### config.mk
export PLATFORM = sky130hd
export DESIGN_NAME = ext_irq_edge_top
export DESIGN_NICKNAME = d
export VERILOG_FILES = /design/src/rtl/ext_irq_pkg.sv /design/src/rtl/pin_sync.sv /design/src/rtl/noise_filter.sv /design/src/rtl/edge_detect.sv /design/src/rtl/ext_irq_edge_top.sv
export SDC_FILE = /design/constraint.sdc
export NUM_CORES = 1
export LEC_CHECK = 0
export BUFFER_PORTS_ARGS = -buffer_cell sky130_fd_sc_hd__buf_2
export CAP_MARGIN = 5
export CORE_MARGIN = 3
export CORE_UTILIZATION = 52
export DETAILED_ROUTE_END_ITERATION = 10
export PLACE_DENSITY_LB_ADDON = 0.3
export SLEW_MARGIN = 10
export SYNTH_ARGS = -nofsm -noshare
export SYNTH_HDL_FRONTEND = slang
export SYNTH_SLANG_ARGS = --single-unit
### constraint.sdc
create_clock -name clk -period 3.35 [get_ports clk]
set_clock_uncertainty 0.1 [all_clocks]
set_input_delay 1.005 -clock clk [delete_from_list [all_inputs] [get_ports clk]]
set_output_delay 1.005 -clock clk [all_outputs]
set_load 0.02 [all_outputs]
### src/rtl/ext_irq_pkg.sv
package ext_irq_pkg;

    localparam int EDGE_W   = 2;
    localparam int MODE_A_W = 4;
    localparam int RATE_BIT = 3;

    typedef enum logic [EDGE_W-1:0] {
        EDGE_RISE = 2'b00,
        EDGE_FALL = 2'b01,
        EDGE_BOTH = 2'b10,
        EDGE_OFF  = 2'b11
    } edge_mode_e;

    typedef struct packed {
        logic       slow;
        edge_mode_e edge_sel;
    } filt_mode_t;

    function automatic logic edge_hit(edge_mode_e m, logic prev, logic cur);
        case (m)
            EDGE_RISE: return !prev && cur;
            EDGE_FALL: return prev && !cur;
            EDGE_BOTH: return prev != cur;
            default:   return 1'b0;
        endcase
    endfunction

    function automatic filt_mode_t decode_mode_a(logic [MODE_A_W-1:0] w);
        filt_mode_t m;
        m.slow     = w[RATE_BIT];
        m.edge_sel = edge_mode_e'(w[EDGE_W-1:0]);
        return m;
    endfunction

endpackage

### src/rtl/pin_sync.sv
module pin_sync #(
    parameter int STAGES = 2
) (
    input  logic clk,
    input  logic rst,
    input  logic d,
    output logic q
);
    logic [STAGES-1:0] sr;

    always_ff @(posedge clk) begin
        if (rst) sr <= '0;
        else     sr <= {sr[STAGES-2:0], d};
    end

    assign q = sr[STAGES-1];
endmodule

### src/rtl/noise_filter.sv
module noise_filter (
    input  logic clk,
    input  logic rst,
    input  logic tick,
    input  logic din,
    output logic level
);
    logic smp;

    always_ff @(posedge clk) begin
        if (rst) begin
            smp   <= 1'b0;
            level <= 1'b0;
        end else if (tick) begin
            smp <= din;
            if (din == smp) level <= din;
        end
    end
endmodule

### src/rtl/edge_detect.sv
module edge_detect
    import ext_irq_pkg::*;
(
    input  logic       clk,
    input  logic       rst,
    input  edge_mode_e mode,
    input  logic       lvl,
    output logic       req
);
    logic prev;

    always_ff @(posedge clk) begin
        if (rst) begin
            prev <= 1'b0;
            req  <= 1'b0;
        end else begin
            prev <= lvl;
            req  <= edge_hit(mode, prev, lvl);
        end
    end
endmodule

### src/rtl/ext_irq_edge_top.sv
module ext_irq_edge_top
    import ext_irq_pkg::*;
#(
    parameter int SYNC_STAGES = 2
) (
    input  logic                clk,
    input  logic                rst,
    input  logic                pin_a,
    input  logic                pin_b,
    input  logic                pin_c,
    input  logic                tick_fast,
    input  logic                tick_slow,
    input  logic                mode_a_we,
    input  logic [MODE_A_W-1:0] mode_a_wdata,
    input  logic                mode_b_we,
    input  logic [EDGE_W-1:0]   mode_b_wdata,
    output logic                req_a,
    output logic                req_b,
    output logic                req_c
);
    localparam int NPINS = 3;

    logic [NPINS-1:0] raw;
    logic [NPINS-1:0] sync;
    logic             sync_a, sync_b, sync_c;
    logic             filt_a;
    logic             tick_sel;
    filt_mode_t       mode_a_q;
    edge_mode_e       mode_b_q;

    assign raw = {pin_c, pin_b, pin_a};

    for (genvar i = 0; i < NPINS; i++) begin : g_sync
        pin_sync #(.STAGES(SYNC_STAGES)) u_sync (
            .clk (clk),
            .rst (rst),
            .d   (raw[i]),
            .q   (sync[i])
        );
    end

    assign sync_a = sync[0];
    assign sync_b = sync[1];
    assign sync_c = sync[2];

    always_ff @(posedge clk) begin
        if (rst) begin
            mode_a_q <= '{slow: 1'b0, edge_sel: EDGE_RISE};
            mode_b_q <= EDGE_RISE;
        end else begin
            if (mode_a_we) mode_a_q <= decode_mode_a(mode_a_wdata);
            if (mode_b_we) mode_b_q <= edge_mode_e'(mode_b_wdata);
        end
    end

    assign tick_sel = mode_a_q.slow ? tick_slow : tick_fast;

    noise_filter u_filt (
        .clk   (clk),
        .rst   (rst),
        .tick  (tick_sel),
        .din   (sync_a),
        .level (filt_a)
    );

    edge_detect u_det_a (
        .clk (clk), .rst (rst), .mode (mode_a_q.edge_sel), .lvl (filt_a), .req (req_a)
    );
    edge_detect u_det_b (
        .clk (clk), .rst (rst), .mode (mode_b_q), .lvl (sync_b), .req (req_b)
    );
    edge_detect u_det_c (
        .clk (clk), .rst (rst), .mode (EDGE_BOTH), .lvl (sync_c), .req (req_c)
    );
endmodule

# Yosys cells after proc, flatten, opt, wreduce, memory -nomap -nowiden
# Index checks and enable logic that the tools add are counted.
[word_totals]
reg_bits = 19
[op_classes]
n_eq_ne = 8
n_reduce_logical = 11
n_mux = 3
[ops]
columns = ["operator", "count"]
rows = [
  ["case mux 1 bit (3 select lines)", 2],
  ["equality test 2 x 1 -> 1 bit, second input constant", 2],
  ["equality test 2 bit, second input constant", 2],
  ["logical AND 1 bit", 4],
  ["zero test 1 bit", 4],
  ["zero test 2 bit", 2],
  ["inequality test 1 bit", 3],
  ["AND reduction 2 bit", 1],
  ["equality test 1 bit", 1],
  ["two-way mux 1 bit", 1],
]

# Logic depth before layout (Yosys ltp)
# Gate-level depths: netlist of the first run.
[depth]
word_depth = 3
depth_mapped = 5
ltp_nobuf = 5

# Hierarchy
# A second synthesis of the first run with hierarchy kept.
[unflattened]
cells_unflattened = 72
hier_area_um2 = 769.5
[by_module_without_submodules]
columns = ["mod", "instances", "cells_per_inst", "area_per_inst_um2", "seq_area_each_um2"]
rows = [
  ["edge_detect", 3, 11, 110.1, 40.0],
  ["ext_irq_edge_top", 1, 18, 187.7, 100.1],
  ["pin_sync", 3, 4, 52.6, 40.0],
  ["noise_filter", 1, 9, 93.8, 40.0],
]

# Worst setup path before layout of the first run
# OpenSTA, ideal clock, no wires.
[synth_timing]
kind = "input port to flip-flop"
startpoint = "input port tick_slow"
endpoint = "register u_filt.smp"
required_ps = 3133
cell_stages = 3
path_buffers = 0
path_slack_ps = 1680
t_arrival_ps = 1453
cell_sequence = "mux2i_1 -> mux2i_1 -> nor2_1"
[synth_via]
elab_chain_cells = 1
[synth_rtl]
columns = ["item", "line", "rtl"]
rows = [
  ["start, declared", "ext_irq_edge_top.sv:12", "input logic tick_slow,"],
  ["two-way mux 1 bit", "ext_irq_edge_top.sv:56", "assign tick_sel = mode_a_q.slow ? tick_slow : tick_fast;"],
  ["end signal, assigned", "noise_filter.sv:15", "smp <= din;"],
  ["end, declared", "noise_filter.sv:8", "logic smp;"],
]
# No other way between the ends.
# A chain may end at the register's enable or synchronous reset.

# Worst setup path in the final report of the first run
[layout_timing]
startpoint = "register u_det_a.req"
endpoint = "output port req_a"
[layout_lines]
columns = ["item", "line", "rtl"]
rows = [
  ["start, declared", "edge_detect.sv:8", "output logic req"],
  ["start signal, assigned", "edge_detect.sv:18", "req <= edge_hit(mode, prev, lvl);"],
  ["end, declared", "ext_irq_edge_top.sv:17", "output logic req_a,"],
]
# No word-level cell between the ends.

==> results of run 1 <==
==> stage by stage <==
stage	instance area (µm²)	worst slack, ns	power, mW	utilization (%)
final	806	1.48	0.374	68.8
after global routing	806	1.41	0.395	68.8
after CTS	806	1.46	0.381	68.8
after detailed placement	779	1.49	0.273	66.6
after global placement	779	1.53	0.272	66.6
after floorplan	692	1.68	0.262	-
==> worst max-delay path by stage <==
| stage | cells past startpoint | slack, ns | startpoint | end |
|---|---|---|---|---|
| floorplan | 3 | 1.68 | tick_slow | u_filt.smp$_SDFFE_PP0P_ |
| global placement | 4 | 1.53 | tick_slow | u_filt.smp$_SDFFE_PP0P_ |
| detailed placement | 4 | 1.49 | tick_slow | u_filt.smp$_SDFFE_PP0P_ |
| CTS | 1 | 1.46 | u_det_a.req$_SDFF_PP0_ | req_a |
| global route | 1 | 1.41 | u_det_a.req$_SDFF_PP0_ | req_a |
| finish | 1 | 1.48 | u_det_a.req$_SDFF_PP0_ | req_a |
==> final cells by class <==
| type | count | area share, % |
|---|---|---|
| Clock buffer | 4 | 3.26 |
| Inverter | 4 | 1.86 |
| Multi-Input combinational cell | 40 | 35.6 |
| Sequential cell | 19 | 47.2 |
| Tap cell | 14 | 2.17 |
| Timing Repair Buffer | 16 | 9.94 |
==> routing by layer <==
metal,track usage (%),share of wire [%],vias up
met5,0,0,-
met4,1.86,0.96,0
met3,7.73,8.4,2
met2,19.8,45,15
met1,12.6,45,188
li1,-,-,242
==> flip-flops by register name (all words and copies together), names as in the netlist <==
| signal | cells |
|---|---|
| g_sync.u_sync.sr | 6 |
| mode_a_q | 3 |
| mode_b_q | 2 |
| u_det_a.prev | 1 |
| u_det_a.req | 1 |
| u_det_b.prev | 1 |
| u_det_b.req | 1 |
| u_det_c.prev | 1 |
| u_det_c.req | 1 |
| u_filt.level | 1 |
| u_filt.smp | 1 |
==> power by group through the flow <==
stage | Combinational (mW) | Sequential (mW) | Clock [mW]
6_report | 0.0285 | 0.239 | 0.107
5_1_grt | 0.0320 | 0.240 | 0.122
4_1_cts | 0.0289 | 0.239 | 0.113
3_5_place_dp | 0.0288 | 0.245 | 0
3_3_place_gp | 0.0276 | 0.244 | 0
2_1_floorplan | 0.0170 | 0.245 | 0
==> cell usage in the layout (no fill, tap or decap), drive strengths merged <==
| cell | Yosys | final |
|---|---|---|
| nor2 | 13 | 13 |
| xnor2 | 1 | 1 |
| mux2i | 9 | 9 |
| ha | 4 | 4 |
| nor2b | 7 | 7 |
| clkbuf | 0 | 4 |
| nand2 | 1 | 1 |
| mux2 | 2 | 2 |
| nand3b | 1 | 1 |
| a31oi | 1 | 1 |
| buf | 2 | 16 |
| dfxtp | 19 | 19 |
| o21ai | 1 | 1 |
| inv | 4 | 4 |
==> cell families after synthesis <==
| family | share of synthesized area, % |
|---|---|
| AND/OR/NAND/NOR | 15.0 |
| flip-flops | 55.0 |
| multiplexers | 16.3 |
| buffers and inverters | 3.62 |
| adder cells (fa/ha/maj) | 7.23 |
| AO/OA/AOI/OAI | 1.63 |
| XOR/XNOR | 1.27 |
==> flow_metrics.tcl, run 1 <==
set metrics [dict create \
    critPathSlowestCell "dfxtp_1" \
    cp_cell_sequence "buf_2" \
    overflow 0 \
    max_slew_margin_pct 80.3 \
    drc 0 \
    rsz0062_at_grt "no" \
    multi_input_area_um2 287 \
    cp_slowest_stage_delay_ns 0.33 \
    antenna_cells 0 \
    dr.pass1.iters 3 \
    period_share_pct 55.9 \
    nFillCells 94 \
    synth_area_leaders "dfxtp_1, mux2i_1, ha_1" \
    wl_per_cell_um 9.68 \
    start_util_pct 59.1 \
    avgSynthCellArea_um2 10.6 \
    area_growth_pct 16.5 \
    swShare_pct 20.7 \
    antenna_found_initial 0 \
    yosysUniqueCellTypes 13 \
    gp_routability_congestion 0.648 \
    status "finished, final reports clean" \
    clk_latency_ns 0.28 \
    holdWs_ns 0.345 \
    routed_wl_um 939 \
    drt-vias-per-instance 4.61 \
    hold_buffers 0 \
    synth_top_cell_by_area "dfxtp_1" \
    path_max_fanout 1 \
    setup_tns_ns 0 \
    synth_ff_type "dfxtp_1" \
    synth_area_um2 692 \
    drive_gt1_share_pct 25.3 \
    numPortBuffers 16 \
    fin_cells 97 \
    yosysMostFrequentCell "dfxtp_1" \
    p_per_area_mw_per_mm2 464 \
    dp.cells 93 \
    nNetsFinal 103 \
    grt_first_pass_wirelength_mm 1.59 \
    grt_max_degree 20 \
    async_flop_share_pct 0 \
    grtUsageTotal_pct 11.8 \
    required_ns 2.24 \
    startpoint_type "register" \
    period_needed_ns 1.87 \
    drv_cap 0 \
    dieWidth_um 42.5 \
    ant_nets 0 \
    vdd_drop_max_mv 0.386 \
    pin_count 18 \
    synth_edf_count 0 \
    cts_sinks 19 \
    ys_ff_latch 19 \
    cts-root-buf "clkbuf_4" \
    die_area_mm2 0.00180 \
    r2r_setup_slack_ns 2.06 \
    core_mm2 0.00117 \
    timing.rr.end "u_det_a.req$_SDFF_PP0_" \
    cts_buffer_depth 2 \
    clk_pin_slew_ns 0.10 \
    cts_resized 0 \
    setup_viol 0 \
    grt_pass1_vias 420 \
    vias 447 \
    drtIter0Drc 6 \
    clock.fmax_mhz 534 \
    dp_hpwl_um 719 \
    sequentialPowerShare_pct 63.9 \
    rows 12 \
    htreeDepth 1 \
    report.final.slew_viol_count 0 \
    hp-class "reg2reg" \
    pwr-share-clk_pct 28.5 \
    r2r_cells 5 \
    reg2reg_from "u_filt.level$_SDFFE_PP0P_" \
    numCtsBuffers 3 \
    endpoint_kind "output pin" \
    cts_tree "built" \
    worst_pin_slew_ns 0.287 \
    worstSetupPathType "reg2out" \
    hold_path_end "g_sync[0].u_sync.sr[1]$_SDFF_PP0_" \
    post_cts_buffers 0 \
    regArea_um2 380 \
    p_switching_mw 0.0776 \
    syn-num-nets 84 \
    crit_family "flip-flops" \
    whs_path_depth 1 \
    internal-power_mw 0.297 \
    final_hold_viol_count 0 \
    ys_warn_count 0 \
    die_height_um 42.5 \
    worstPathArrival_ns 0.77 \
    netlist_instances 65 \
    p_leak_nw 0.368 \
    synth_top_area_share_pct 55.0 \
    hold_start "g_sync[0].u_sync.sr[0]$_SDFF_PP0_" \
    critPathBufInv 1 \
    pwr-share-comb_pct 7.6 \
    yosys-top-cells-count "dfxtp_1, nor2_1, mux2i_1" \
    synth-seq-area-share_pct 55.0 \
]
Power figures use the tool's default switching activity.
==> run 2, diff against run 1 <==
--- a/config.mk
+++ b/config.mk
@@ -8,7 +8,7 @@
 export BUFFER_PORTS_ARGS = -buffer_cell sky130_fd_sc_hd__buf_2
 export CAP_MARGIN = 5
 export CORE_MARGIN = 3
-export CORE_UTILIZATION = 52
+export CORE_UTILIZATION = 48
 export DETAILED_ROUTE_END_ITERATION = 10
 export PLACE_DENSITY_LB_ADDON = 0.3
 export SLEW_MARGIN = 10
==> constraint.sdc (replaced) <==
create_clock -name clk -period 2 [get_ports clk]
set_clock_uncertainty 0.1 [all_clocks]
set_input_delay 0.6 -clock clk [delete_from_list [all_inputs] [get_ports clk]]
set_output_delay 0.6 -clock clk [all_outputs]
set_load 0.02 [all_outputs]
==> run 2 against run 1 <==
  * Count of clock-buffer cells in the layout is the same
  * Cell count up 1.0%
  * Worst setup slack got worse by 0.94 ns
  * Largest cell class unchanged
==> flow_metrics.tcl, run 2 (synthesis results as in run 1) <==
set metrics [dict create \
    status "finished, final reports clean" \
    wirelength_met1_um 422 \
    path_max_fanout 1 \
    pwr-share-comb_pct 7.6 \
    clk_pin_slew_ns 0.10 \
    pin_count 18 \
    final_hold_viol_count 0 \
    pwr-share-clk_pct 28.7 \
    dp.cells 94 \
    die_height_um 44.0 \
    hold_buffers 0 \
    vias 448 \
    crit_path_start "u_det_a.req$_SDFF_PP0_" \
    cts_tree "built" \
    numCtsBuffers 3 \
    worstPathArrival_ns 0.77 \
    routed_wl_um 990 \
    most-common-layout-cells "dfxtp_1, buf_2, nor2_1, mux2i_1, nor2b_1" \
    cts_sinks 19 \
    dr.pass1.iters 2 \
    gp_routability_congestion 0.638 \
    fin_cells 98 \
    htreeDepth 1 \
    antenna_cells 0 \
    grt_first_pass_wirelength_mm 1.74 \
    internal-power_mw 0.497 \
    rsz0062_at_grt "no" \
    required_ns 1.30 \
    dr.max_layer_used "met4" \
    cts-root-buf "clkbuf_4" \
    grtUsageTotal_pct 12.5 \
    crit_family "flip-flops" \
    cp_slowest_stage_delay_ns 0.32 \
    overflow 0 \
    grt_max_degree 20 \
    drc 0 \
    p_per_area_mw_per_mm2 780 \
    p_switching_mw 0.133 \
    ant_nets 0 \
    dieWidth_um 44.0 \
    top_register "g_sync.u_sync.sr" \
    drive_gt1_share_pct 25.3 \
    numPortBuffers 16 \
    largest_reg_flops 6 \
    reg2reg_from "u_filt.level$_SDFFE_PP0P_" \
    reg.largest.list "g_sync.u_sync.sr x6, mode_a_q x3, mode_b_q x2" \
    cp_cell_sequence "buf_2" \
    max_slew_margin_pct 78.5 \
    wl_met3_um 81 \
    p_leak_nw 0.368 \
    period_needed_ns 1.47 \
    wl_met2_um 473 \
    dp_hpwl_um 751 \
    final_common_cell "dfxtp_1" \
    nNetsFinal 103 \
    sequentialPowerShare_pct 63.6 \
    vdd_drop_max_mv 0.576 \
    critPathBufInv 1 \
    startpoint_type "register" \
    swShare_pct 21.1 \
    critPathSlowestCell "dfxtp_1" \
    core_mm2 0.00133 \
    cts_buffer_depth 2 \
    placed_area_um2 781 \
    final.setup.worst_slack_ns 0.535 \
    fin_area_um2 807 \
    rows 13 \
    grt_pass1_vias 443 \
    hold_start "g_sync[1].u_sync.sr[0]$_SDFF_PP0_" \
    clock.fmax_mhz 682 \
    hp-class "reg2reg" \
    start_util_pct 51.9 \
    antenna_found_initial 0 \
    die_area_mm2 0.00193 \
    cts_resized 0 \
    drtIter0Drc 2 \
    report.final.slew_viol_count 0 \
    clk_latency_ns 0.29 \
    area_growth_pct 16.6 \
    drt-vias-per-instance 4.57 \
    setup_viol 0 \
    period_share_pct 73.3 \
    endpoint_kind "output pin" \
    drv_cap 0 \
    p_total_mw 0.629 \
    worstSetupPathType "reg2out" \
    pre_cts_slack_ns 0.559 \
    worst_pin_slew_ns 0.323 \
    wl_per_cell_um 10.1 \
    post_cts_buffers 0 \
    setup_tns_ns 0 \
]
[run 2: cell counts in the layout (fill, tap and decap cells not counted)]
No cell type changed its count.
[run 2: cell type report]
| class | count | area, µm² |
|---|---|---|
| clock buffers | 4 | 26.3 |
| fillers | 120 | 527 |
| inverters | 4 | 15.0 |
| multi-input cells | 40 | 287 |
| flip-flops and latches | 19 | 380 |
| well taps | 15 | 18.8 |
| repair buffers | 16 | 80.1 |
[run 2: worst paths after layout]
kind | end | slack (ns) | cells past startpoint
worst min-delay path | g_sync[1].u_sync.sr[1]$_SDFF_PP0_ | 0.34 | 1
worst max-delay path | req_a | 0.53 | 1
worst min register to register | g_sync[1].u_sync.sr[1]$_SDFF_PP0_ | 0.34 | 1
worst max register to register | u_det_a.req$_SDFF_PP0_ | 0.70 | 5
[run 2: routing by layer]
| metal | vias up | global-route usage [%] |
|---|---|---|
| met2 | 16 | 21.2 |
| met4 | 0 | 5.42 |
| met1 | 189 | 12.8 |
| met5 | - | 0 |
| met3 | 2 | 6.22 |
| li1 | 241 | - |
[run 2: power by group through the flow]
stage	Clock (mW)	Sequential (mW)	Combinational, mW
after CTS	0.190	0.401	0.0491
after floorplan	0	0.410	0.0285
final	0.181	0.401	0.0480
after detailed placement	0	0.410	0.0487
after global placement	0	0.409	0.0465
after global routing	0.204	0.403	0.0547
[run 2: metrics by stage]
stage / utilization, % / hold slack (ns)
after floorplan: - / 0.314
final: 60.5 / 0.343
after CTS: 60.5 / 0.349
after global placement: 58.5 / 0.315
after detailed placement: 58.5 / 0.326
after global routing: 60.5 / 0.361
